$ cat src/rtl/irq_pkg.sv
package irq_pkg;
  localparam int DW       = 8;
  localparam int AW       = 4;
  localparam int NMI_W    = 2;
  localparam int BUS_W    = 6;
  localparam int MISC_W   = 4;
  localparam int N_PINS   = 3;
  localparam int N_SUBGRP = 3;

  localparam logic [AW-1:0] A_NMI_FLAG = 4'h0;
  localparam logic [AW-1:0] A_NMI_EN   = 4'h1;
  localparam logic [AW-1:0] A_B0_FLAG  = 4'h2;
  localparam logic [AW-1:0] A_B0_EN    = 4'h3;
  localparam logic [AW-1:0] A_B1_FLAG  = 4'h4;
  localparam logic [AW-1:0] A_B1_EN    = 4'h5;
  localparam logic [AW-1:0] A_MS_FLAG  = 4'h6;
  localparam logic [AW-1:0] A_MS_EN    = 4'h7;
  localparam logic [AW-1:0] A_EDGE     = 4'h8;
  localparam logic [AW-1:0] A_STATUS   = 4'h9;

  // pin index into the synchronizer array
  localparam int PIN_EXT0  = 0;
  localparam int PIN_EXT1  = 1;
  localparam int PIN_VSYNC = 2;

  // misc group bit positions
  localparam int MS_ADC = 0;
  localparam int MS_VS  = 1;
  localparam int MS_E1  = 2;
  localparam int MS_TMR = 3;
endpackage

$ cat src/rtl/irq_sync_edge.sv
module irq_sync_edge #(
  parameter int STAGES = 2
) (
  input  logic clk,
  input  logic rst_n,
  input  logic pin_i,
  input  logic fall_sel_i,
  output logic evt_o
);
  // STAGES synchronizer flops plus one for the previous synced value
  logic [STAGES:0] chain_q, chain_d;
  logic cur, prev;

  always_comb begin
    chain_d = {chain_q[STAGES-1:0], pin_i};
  end

  always_ff @(posedge clk or negedge rst_n) begin
    if (!rst_n) chain_q <= '0;
    else        chain_q <= chain_d;
  end

  assign cur   = chain_q[STAGES-1];
  assign prev  = chain_q[STAGES];
  assign evt_o = fall_sel_i ? (prev & ~cur) : (cur & ~prev);
endmodule

$ cat src/rtl/irq_group.sv
module irq_group #(
  parameter int W = 4
) (
  input  logic         clk,
  input  logic         rst_n,
  input  logic [W-1:0] evt_i,
  input  logic         clr_we_i,
  input  logic         en_we_i,
  input  logic [W-1:0] wdata_i,
  output logic [W-1:0] flag_o,
  output logic [W-1:0] en_o,
  output logic         active_o
);
  logic [W-1:0] flag_q, flag_d, en_q, en_d;
  logic [W-1:0] clr_mask;

  always_comb begin
    clr_mask = clr_we_i ? wdata_i : '0;
    // set dominates clear
    flag_d   = (flag_q & ~clr_mask) | evt_i;
    en_d     = en_we_i ? wdata_i : en_q;
  end

  always_ff @(posedge clk or negedge rst_n) begin
    if (!rst_n) begin
      flag_q <= '0;
      en_q   <= '0;
    end else begin
      flag_q <= flag_d;
      if (en_we_i) en_q <= en_d;
    end
  end

  assign flag_o   = flag_q;
  assign en_o     = en_q;
  assign active_o = |(flag_q & en_q);
endmodule

$ cat src/rtl/irq_ctrl.sv
module irq_ctrl
  import irq_pkg::*;
#(
  parameter int SYNC_STAGES = 2
) (
  input  logic              clk,
  input  logic              rst_n,
  input  logic              ext0_i,
  input  logic              ext1_i,
  input  logic              vsync_i,
  input  logic              mute_evt_i,
  input  logic              adc_done_i,
  input  logic              tmr_wrap_i,
  input  logic [BUS_W-1:0]  bus0_evt_i,
  input  logic [BUS_W-1:0]  bus1_evt_i,
  input  logic              reg_we_i,
  input  logic [AW-1:0]     reg_addr_i,
  input  logic [DW-1:0]     reg_wdata_i,
  output logic [DW-1:0]     reg_rdata_o,
  output logic              nmi_o,
  output logic              irq_o
);
  // reset: asserted asynchronously, released on a clock edge
  logic [1:0] rst_pipe;
  logic       rst_n_s;
  always_ff @(posedge clk or negedge rst_n) begin
    if (!rst_n) rst_pipe <= '0;
    else        rst_pipe <= {rst_pipe[0], 1'b1};
  end
  assign rst_n_s = rst_pipe[1];

  // edge-select register
  logic [1:0] edge_q, edge_d;
  logic       edge_we;
  assign edge_we = reg_we_i && (reg_addr_i == A_EDGE);
  always_comb edge_d = edge_we ? reg_wdata_i[1:0] : edge_q;
  always_ff @(posedge clk or negedge rst_n_s) begin
    if (!rst_n_s)     edge_q <= '0;
    else if (edge_we) edge_q <= edge_d;
  end

  // pin synchronizers and edge detectors
  logic [N_PINS-1:0] pin_raw, pin_fall, pin_evt;
  assign pin_raw  = {vsync_i, ext1_i, ext0_i};
  assign pin_fall = {1'b0, edge_q[1], edge_q[0]};

  for (genvar p = 0; p < N_PINS; p++) begin : g_pin
    irq_sync_edge #(.STAGES(SYNC_STAGES)) u_se (
      .clk        (clk),
      .rst_n      (rst_n_s),
      .pin_i      (pin_raw[p]),
      .fall_sel_i (pin_fall[p]),
      .evt_o      (pin_evt[p])
    );
  end

  // group event vectors
  logic [NMI_W-1:0]  evt_nmi;
  logic [MISC_W-1:0] evt_ms;
  assign evt_nmi = {mute_evt_i, pin_evt[PIN_EXT0]};
  always_comb begin
    evt_ms         = '0;
    evt_ms[MS_ADC] = adc_done_i;
    evt_ms[MS_VS]  = pin_evt[PIN_VSYNC];
    evt_ms[MS_E1]  = pin_evt[PIN_EXT1];
    evt_ms[MS_TMR] = tmr_wrap_i;
  end

  logic [NMI_W-1:0]  flag_nmi, en_nmi;
  logic [BUS_W-1:0]  flag_b0, en_b0, flag_b1, en_b1;
  logic [MISC_W-1:0] flag_ms, en_ms;
  logic              act_nmi;
  logic [N_SUBGRP-1:0] sub_act;

  irq_group #(.W(NMI_W)) u_nmi (
    .clk(clk), .rst_n(rst_n_s), .evt_i(evt_nmi),
    .clr_we_i(reg_we_i && reg_addr_i == A_NMI_FLAG),
    .en_we_i (reg_we_i && reg_addr_i == A_NMI_EN),
    .wdata_i (reg_wdata_i[NMI_W-1:0]),
    .flag_o(flag_nmi), .en_o(en_nmi), .active_o(act_nmi)
  );

  irq_group #(.W(BUS_W)) u_bus0 (
    .clk(clk), .rst_n(rst_n_s), .evt_i(bus0_evt_i),
    .clr_we_i(reg_we_i && reg_addr_i == A_B0_FLAG),
    .en_we_i (reg_we_i && reg_addr_i == A_B0_EN),
    .wdata_i (reg_wdata_i[BUS_W-1:0]),
    .flag_o(flag_b0), .en_o(en_b0), .active_o(sub_act[0])
  );

  irq_group #(.W(BUS_W)) u_bus1 (
    .clk(clk), .rst_n(rst_n_s), .evt_i(bus1_evt_i),
    .clr_we_i(reg_we_i && reg_addr_i == A_B1_FLAG),
    .en_we_i (reg_we_i && reg_addr_i == A_B1_EN),
    .wdata_i (reg_wdata_i[BUS_W-1:0]),
    .flag_o(flag_b1), .en_o(en_b1), .active_o(sub_act[1])
  );

  irq_group #(.W(MISC_W)) u_misc (
    .clk(clk), .rst_n(rst_n_s), .evt_i(evt_ms),
    .clr_we_i(reg_we_i && reg_addr_i == A_MS_FLAG),
    .en_we_i (reg_we_i && reg_addr_i == A_MS_EN),
    .wdata_i (reg_wdata_i[MISC_W-1:0]),
    .flag_o(flag_ms), .en_o(en_ms), .active_o(sub_act[2])
  );

  // NMI: one-cycle pulse per cycle carrying an enabled event
  logic nmi_q, nmi_d;
  always_comb nmi_d = |(evt_nmi & en_nmi);
  always_ff @(posedge clk or negedge rst_n_s) begin
    if (!rst_n_s) nmi_q <= 1'b0;
    else          nmi_q <= nmi_d;
  end
  assign nmi_o = nmi_q;

  // IRQ: level
  assign irq_o = |sub_act;

  // read mux
  always_comb begin
    reg_rdata_o = '0;
    case (reg_addr_i)
      A_NMI_FLAG: reg_rdata_o[NMI_W-1:0]    = flag_nmi;
      A_NMI_EN:   reg_rdata_o[NMI_W-1:0]    = en_nmi;
      A_B0_FLAG:  reg_rdata_o[BUS_W-1:0]    = flag_b0;
      A_B0_EN:    reg_rdata_o[BUS_W-1:0]    = en_b0;
      A_B1_FLAG:  reg_rdata_o[BUS_W-1:0]    = flag_b1;
      A_B1_EN:    reg_rdata_o[BUS_W-1:0]    = en_b1;
      A_MS_FLAG:  reg_rdata_o[MISC_W-1:0]   = flag_ms;
      A_MS_EN:    reg_rdata_o[MISC_W-1:0]   = en_ms;
      A_EDGE:     reg_rdata_o[1:0]          = edge_q;
      A_STATUS:   reg_rdata_o[N_SUBGRP-1:0] = sub_act;
      default:    reg_rdata_o = '0;
    endcase
  end

  logic unused_act_nmi;
  assign unused_act_nmi = act_nmi;
endmodule

$ cat config.mk
export PLATFORM = sky130hd
export DESIGN_NAME = irq_ctrl
export DESIGN_NICKNAME = d
export VERILOG_FILES = /design/src/rtl/irq_pkg.sv /design/src/rtl/irq_sync_edge.sv /design/src/rtl/irq_group.sv /design/src/rtl/irq_ctrl.sv
export SDC_FILE = /design/constraint.sdc
export NUM_CORES = 1
export LEC_CHECK = 0
export CAP_MARGIN = 10
export CORE_MARGIN = 2
export CORE_UTILIZATION = 50
export DETAILED_ROUTE_END_ITERATION = 6
export PLACE_DENSITY = 0.77
export RECOVER_POWER = 100
export SETUP_SLACK_MARGIN = 0.1
export SYNTH_ARGS = -nofsm -noshare
export SYNTH_HDL_FRONTEND = slang
export SYNTH_SLANG_ARGS = --single-unit
$ cat constraint.sdc
create_clock -name clk -period 5 [get_ports clk]
set_clock_uncertainty 0.1 [all_clocks]
set_input_delay 1 -clock clk [delete_from_list [all_inputs] [get_ports clk]]
set_output_delay 1 -clock clk [all_outputs]
set_load 0.01 [all_outputs]
==> metrics.csv, run 1 <==
metric,value,unit
Synth area leaders,"dfrtp_1 53%, mux2_2 12%, a21o_1 5.1%",
"Clk pin slew, worst setup/hold paths",90,ps
worst endpoint data arrival time,3560,ps
crit start category,input port,
crit path kind,input port to output port,
Comb power frac,17.7,%
Avg Inst Size Synth,11.17,µm²
initial antenna violation count,0,
# diodes,0,
CP top delay family,buffers and inverters,
multi-input logic area,1016,µm²
"slowest stage delay, CP",720,ps
Sw Share,26.97,%
fraction of layout cells with a size suffix above 1,13.71,%
DRC,0,
clock power share,26.3,%
FF/Latch Area,1251,µm²
cell count after synthesis,210,
LEAKAGE,1.098,nW
# placed instances,292,
clk sinks,50,
Post-DRT Antenna Nets,0,
slew of the pin with the lowest slew margin,1860,ps
Layout Area Growth over Synthesis,20.32,%
sequential area share after synthesis,53.33,%
Non-Filler Instances,300,
initial DRC count,103,
Int Pwr,0.6425,mW
most common cell in the netlist,dfrtp_1,
WL/cell,17.04,µm
Max rail drop VDD,196.5,µV
Net Sw Power,0.2373,mW
largest net degree at the start of global routing,49,
final critical-path required period,4656,ps
Synth top cells by count,"50 x dfrtp_1, 26 x mux2_2, 26 x nand2_1",
max cap viols,1,
asr flop ratio synth,100.0,%
row cnt,24,
grt total ovfl,0,
Initial Util,52.79,%
# hold bufs at CTS,0,
Main synth FF type,dfrtp_1,
Fin Hold WS,255.6,ps
Bufs and invs on worst path,3,
Synth top area share,53.33,%
Yosys cell types,38,
CP Capture Type,output port,
run status,finished with violations,
nets@finish,280,
Post-Syn Area,2346,µm²
CTS tree,done,
Post-CTS Resized,0,
PD cells,311.7,nW/µm²
Critical-path top delay cell,dlygate4sd3_1,
clock buffer depth,2,
GPL Wtd Cong,0.8637,
Root Buffer,clkbuf_8,
global-route wire length before repair,8.473,mm
drt pass-1 iters,4,
postcts setup bufs,0,
final setup fails,0,
Skew-Pair Late Insertion Delay,300,ps
"FF+latch count, synth",50,
"Hold Vio Cnt, Final",0,
cells along the critical path,dlygate4sd3_1 > clkbuf_1 > nor2b_1 > a22oi_1 > a211oi_1 > clkdlybuf4s50_1,
IO Pins,43,
Fillers,383,
Seq pwr share,56.0,%
final period utilization,93.12,%
relative slew slack,-24.02,%
via count of the first global-routing pass,1708,
Via density,5.833,
Buffers on Ports,38,
final-report max-slew violation count,49,
number of flops mapped to enable cells by yosys,0,
gr usage total,21.20,%
hold crit path type,flip-flop to flip-flop,
core area,4444,µm²
Worst EP required,3900,ps
H-tree Lvls,2,
Post-DP HPWL,3.690,mm
violated checks,"max-capacitance violations, max-slew violations",
CTS Buf Count,5,
WL final,5.111,mm
Max Fanout on Critical Path,12,
DIE AREA,5256,µm²
Die W,72.50,µm
post-synth top area cell,dfrtp_1,
Max Freq,214.8,MHz
RSZ-0062 raised after global routing,false,
DR vias,1750,
sum of negative setup slack,0,ps
Ys Warns,0,
Die Span Y,72.50,µm
[metrics by stage]
step / instance area, µm² / utilization [%] / worst slack (ps) / total power [mW]
floorplan: 2350 / - / 1893 / 0.5922
global placement: 2750 / 61.88 / 586.6 / 0.6539
detailed placement: 2750 / 61.88 / 522.0 / 0.6606
CTS: 2838 / 63.85 / 538.6 / 0.8901
global route: 2823 / 63.51 / 229.5 / 0.9268
finish: 2823 / 63.51 / 344.1 / 0.8798
[sequential cells by signal, summed over array words and instances, names as in the netlist]
signal              cells
g_pin.u_se.chain_q      9
u_bus0.en_o             6
u_nmi.flag_o            2
u_misc.en_o             4
u_bus0.flag_o           6
rst_pipe                2
u_bus1.flag_o           6
u_bus1.en_o             6
nmi_o                   1
edge_q                  2
u_misc.flag_o           4
u_nmi.en_o              2
[layout make-up]
type / count / area share (%)
Inverter: 3 / 0.3989
Tap cell: 52 / 2.305
Clock buffer: 6 / 2.571
Clock inverter: 2 / 0.5319
Sequential cell: 50 / 44.33
Timing Repair Buffer: 40 / 13.87
Multi-Input combinational cell: 147 / 35.99
[power by group through the flow]
stage | logic, mW | registers (mW) | clock network [mW]
after floorplan | 0.104 | 0.488 | 0
after global routing | 0.169 | 0.501 | 0.257
after global placement | 0.155 | 0.499 | 0
final | 0.156 | 0.493 | 0.232
after detailed placement | 0.159 | 0.501 | 0
after CTS | 0.160 | 0.494 | 0.236
[per-layer routing]
metal  GRT usage [%]  part of all wire, %  vias to the layer above
li1                -                    -                      819
met3           4.583                  3.9                        7
met4           6.173                  1.1                        0
met1           30.17                   48                      878
met5               0                    0                        -
met2           33.03                   47                       46
[worst paths after layout]
| kind | to | cells after the start | startpoint | slack (ps) |
|---|---|---|---|---|
| min in group asynchronous | g_pin[2].u_se.chain_q[0]$_DFF_PN0_ | 0 | rst_pipe[1]$_DFF_PN0_ | 690 |
| setup reg to reg | u_bus0.flag_o[2]$_DFF_PN0_ | 0 | rst_pipe[1]$_DFF_PN0_ | 3030 |
| hold / removal | g_pin[0].u_se.chain_q[1]$_DFF_PN0_ | 0 | g_pin[0].u_se.chain_q[0]$_DFF_PN0_ | 260 |
| hold reg to reg | g_pin[0].u_se.chain_q[1]$_DFF_PN0_ | 0 | g_pin[0].u_se.chain_q[0]$_DFF_PN0_ | 260 |
| max in group asynchronous | u_bus0.flag_o[2]$_DFF_PN0_ | 0 | rst_pipe[1]$_DFF_PN0_ | 3030 |
| setup / recovery | reg_rdata_o[4] | 6 | reg_addr_i[2] | 340 |
[kinds of logic after synthesis]
family / share of synthesized area, %
flip-flops: 53.33
multiplexers: 14.29
AND/OR/NAND/NOR: 13.01
other: 0.3201
AO/OA/AOI/OAI: 15.95
buffers and inverters: 3.093
[layout by cell type, fill, tap and decap left out, types with 3 or more instances in the layout]
cell type        netlist  layout
nor2b_1                4       4
o21ai_0                5       5
a21oi_1                4       4
nor2_1                11      12
clkdlybuf4s50_1        0      24
inv_1                  3       3
a22o_1                 3       3
mux2_2                26      26
a22oi_1               12      12
conb_1                 2       3
dfrtp_1               50      50
nand3_1                5       5
a221oi_1               3       3
nand2_1               26      26
dlygate4sd3_1          0      14
a21o_1                16      16
clkbuf_8               0       5
No activity file was read; power rests on OpenSTA's default activity.
==> inputs of run 2 (changes only) <==
==> constraint.sdc (replaced) <==
create_clock -name clk -period 4.69 [get_ports clk]
set_clock_uncertainty 0.1 [all_clocks]
set_input_delay 0.938 -clock clk [delete_from_list [all_inputs] [get_ports clk]]
set_output_delay 0.938 -clock clk [all_outputs]
set_load 0.01 [all_outputs]
==> run 2 against run 1 <==
Net effect: largest power group unchanged; core utilization is 0.39 points higher; global-route usage is 0.79 points higher; wire length is 0.96% higher; the flow still finishes with violations (max-capacitance violations, max-slew violations); count of clock-buffer cells in the layout unchanged; critical endpoint is now reg_rdata_o[1]; power increased by 6.6%; sequential power is 6.7% higher; clock power increased by 6%; via count rose by 0.34%; highest routed layer unchanged; die area is the same; first-iteration DRC count increased by 62%; sequential cell count is the same.
==> metrics.csv, run 2 (synthesis gave the netlist of run 1 again) <==
metric,value,unit,change
run status,finished with violations,,unchanged
violated checks,"max-capacitance violations, max-slew violations",,unchanged
# hold bufs at CTS,0,,unchanged
placed inst area,2765,µm²,was 2750 µm²
"Clk pin slew, worst setup/hold paths",90,ps,about the same
Crit path depth,7,,was 6
"most common cell after layout, fill and taps aside",dfrtp_1,,unchanged
Post-DRT Antenna Nets,0,,unchanged
clock buffer depth,2,,unchanged
LEAKAGE,1.122,nW,was 1.098 nW
core area,4444,µm²,unchanged
Worst EP required,3650,ps,was 3900 ps
nets@finish,282,,was 280
CP Capture Type,output port,,unchanged
Initial Util,52.79,%,unchanged
FF/Latch Area,1251,µm²,unchanged
Post-DP HPWL,3.703,mm,was 3.690 mm
final setup fails,0,,unchanged
r2r endpoint,u_bus1.en_o[5]$_DFFE_PN0P_,,was u_bus0.flag_o[2]$_DFF_PN0_
Max Fanout on Critical Path,12,,unchanged
via count of the first global-routing pass,1715,,"was 1,708"
grt total ovfl,0,,unchanged
Seq pwr share,56.1,%,was 56.0%
Sw Share,26.82,%,was 26.97%
clk sinks,50,,unchanged
CTS tree,done,,unchanged
global-route wire length before repair,8.631,mm,was 8.473 mm
row cnt,24,,unchanged
gr usage total,21.99,%,was 21.20%
Layout Area Growth over Synthesis,21.07,%,was 20.32%
multi-input logic area,1016,µm²,unchanged
Net Sw Power,0.2514,mW,was 0.2373 mW
RSZ-0062 raised after global routing,false,,unchanged
max cap viols,1,,unchanged
Worst Setup EP,reg_rdata_o[1],,was reg_rdata_o[4]
DIE AREA,5256,µm²,unchanged
H-tree Lvls,2,,unchanged
final period utilization,91.41,%,
DR vias,1756,,"was 1,750"
critical path's most frequent cell,dlygate4sd3_1,,
"slowest stage delay, CP",720,ps,about the same
Die Span Y,72.50,µm,unchanged
Buffers on Ports,38,,unchanged
Largest register FFs,9,,unchanged
CP top delay family,buffers and inverters,,unchanged
clock power share,26.2,%,was 26.3%
# diodes,0,,unchanged
initial DRC count,167,,was 103
WL final,5.160,mm,was 5.111 mm
Die W,72.50,µm,unchanged
Int Pwr,0.6860,mW,was 0.6425 mW
design area,2840,µm²,was 2823 µm²
DRC,0,,unchanged
Via density,5.815,,was 5.833
drt pass-1 iters,4,,unchanged
Comb power frac,17.7,%,about the same
slew of the pin with the lowest slew margin,1879,ps,was 1860 ps
WL/cell,17.09,µm,was 17.04 µm
worst reg2reg startpoint,rst_pipe[1]$_DFF_PN0_,,unchanged
post-layout utilization of the core,63.91,%,was 63.51%
Root Buffer,clkbuf_8,,unchanged
IO Pins,43,,unchanged
postcts setup bufs,0,,unchanged
cells along the critical path,dlygate4sd3_1 > buf_4 > and3b_1 > o21ai_0 > a31oi_1 > a311o_1 > dlygate4sd3_1,,was dlygate4sd3_1 > clkbuf_1 > nor2b_1 > a22oi_1 > a211oi_1 > clkdlybuf4s50_1
sum of negative setup slack,0,ps,unchanged
Biggest register,g_pin.u_se.chain_q,,unchanged
PD cells,330.1,nW/µm²,was 311.7 nW/µm²
Critical-path top delay cell,dlygate4sd3_1,,unchanged
Fillers,383,,unchanged
relative slew slack,-25.25,%,was -24.02%
Post-CTS Resized,0,,unchanged
crit start category,input port,,unchanged
worst endpoint data arrival time,3250,ps,was 3560 ps
GPL Wtd Cong,0.8695,,was 0.8637
# placed instances,294,,was 292
crit path kind,input port to output port,,unchanged
hold crit path type,flip-flop to flip-flop,,unchanged
"Hold Vio Cnt, Final",0,,unchanged
initial antenna violation count,0,,unchanged
R2R depth,0,,unchanged
"commonest cells after routing, fill and taps aside","50 x dfrtp_1, 26 x nand2_1, 26 x mux2_2",,unchanged
Skew-Pair Late Insertion Delay,300,ps,about the same
R2R setup slack,2710,ps,was 3030 ps
Non-Filler Instances,302,,was 300
fraction of layout cells with a size suffix above 1,14.80,%,was 13.71%
CP Launch Point,reg_addr_i[2],,unchanged
final critical-path required period,4287,ps,
Bufs and invs on worst path,3,,unchanged
largest net degree at the start of global routing,49,,unchanged
Max Freq,233.3,MHz,
final-report max-slew violation count,49,,unchanged
CTS Buf Count,5,,unchanged
Final Power,0.9374,mW,was 0.8798 mW
Max rail drop VDD,214.5,µV,was 196.5 µV
-- run 2: changes by cell type in the layout (fill, tap and decap cells not counted), sizes merged --
cell           delta
dlygate4sd3       +1
clkinvlp          -2
clkdlybuf4s50     -1
buf               +3
clkinv            +2
clkbuf            -1
-- run 2: per-layer routing --
layer,track usage [%],vias up,routed length (µm),share of wire [%]
met5,0,-,0,0
met4,8.436,0,83,1.6
met3,5.139,6,291,5.6
met2,33.23,62,2353,46
met1,31.04,861,2432,47
li1,-,827,-,-
-- run 2: power groups by stage --
stage / registers, mW / clock network, mW / logic (mW)
finish: 0.526 / 0.245 / 0.166
global route: 0.533 / 0.270 / 0.183
CTS: 0.527 / 0.253 / 0.172
detailed placement: 0.535 / 0 / 0.172
global placement: 0.532 / 0 / 0.167
floorplan: 0.520 / 0 / 0.111
-- run 2: area by class of cell --
cell class,instances,share of cell area [%]
Timing Repair Buffer,42,14.45
Inverter,3,0.3965
Multi-Input combinational cell,147,35.77
Tap cell,52,2.291
Clock buffer,6,2.555
Clock inverter,2,0.4846
Sequential cell,50,44.05
-- run 2: how the worst min path moves through the flow --
stage	startpoint	end	slack, ps	depth (start not counted)
final	g_pin[0].u_se.chain_q[0]$_DFF_PN0_	g_pin[0].u_se.chain_q[1]$_DFF_PN0_	250	0
after global routing	g_pin[0].u_se.chain_q[0]$_DFF_PN0_	g_pin[0].u_se.chain_q[1]$_DFF_PN0_	260	0
after CTS	g_pin[0].u_se.chain_q[0]$_DFF_PN0_	g_pin[0].u_se.chain_q[1]$_DFF_PN0_	260	0
after global placement	g_pin[2].u_se.chain_q[0]$_DFF_PN0_	g_pin[2].u_se.chain_q[1]$_DFF_PN0_	230	0
after floorplan	g_pin[0].u_se.chain_q[0]$_DFF_PN0_	g_pin[0].u_se.chain_q[1]$_DFF_PN0_	230	0
after detailed placement	g_pin[0].u_se.chain_q[0]$_DFF_PN0_	g_pin[0].u_se.chain_q[1]$_DFF_PN0_	240	0
-- run 2: stage by stage --
step                setup WS [ps]  hold WS (ps)
floorplan                    1707         231.2
global placement            561.4         233.2
detailed placement          540.2         235.6
CTS                         543.0         256.9
global route                290.8         261.7
finish                      402.9         253.9
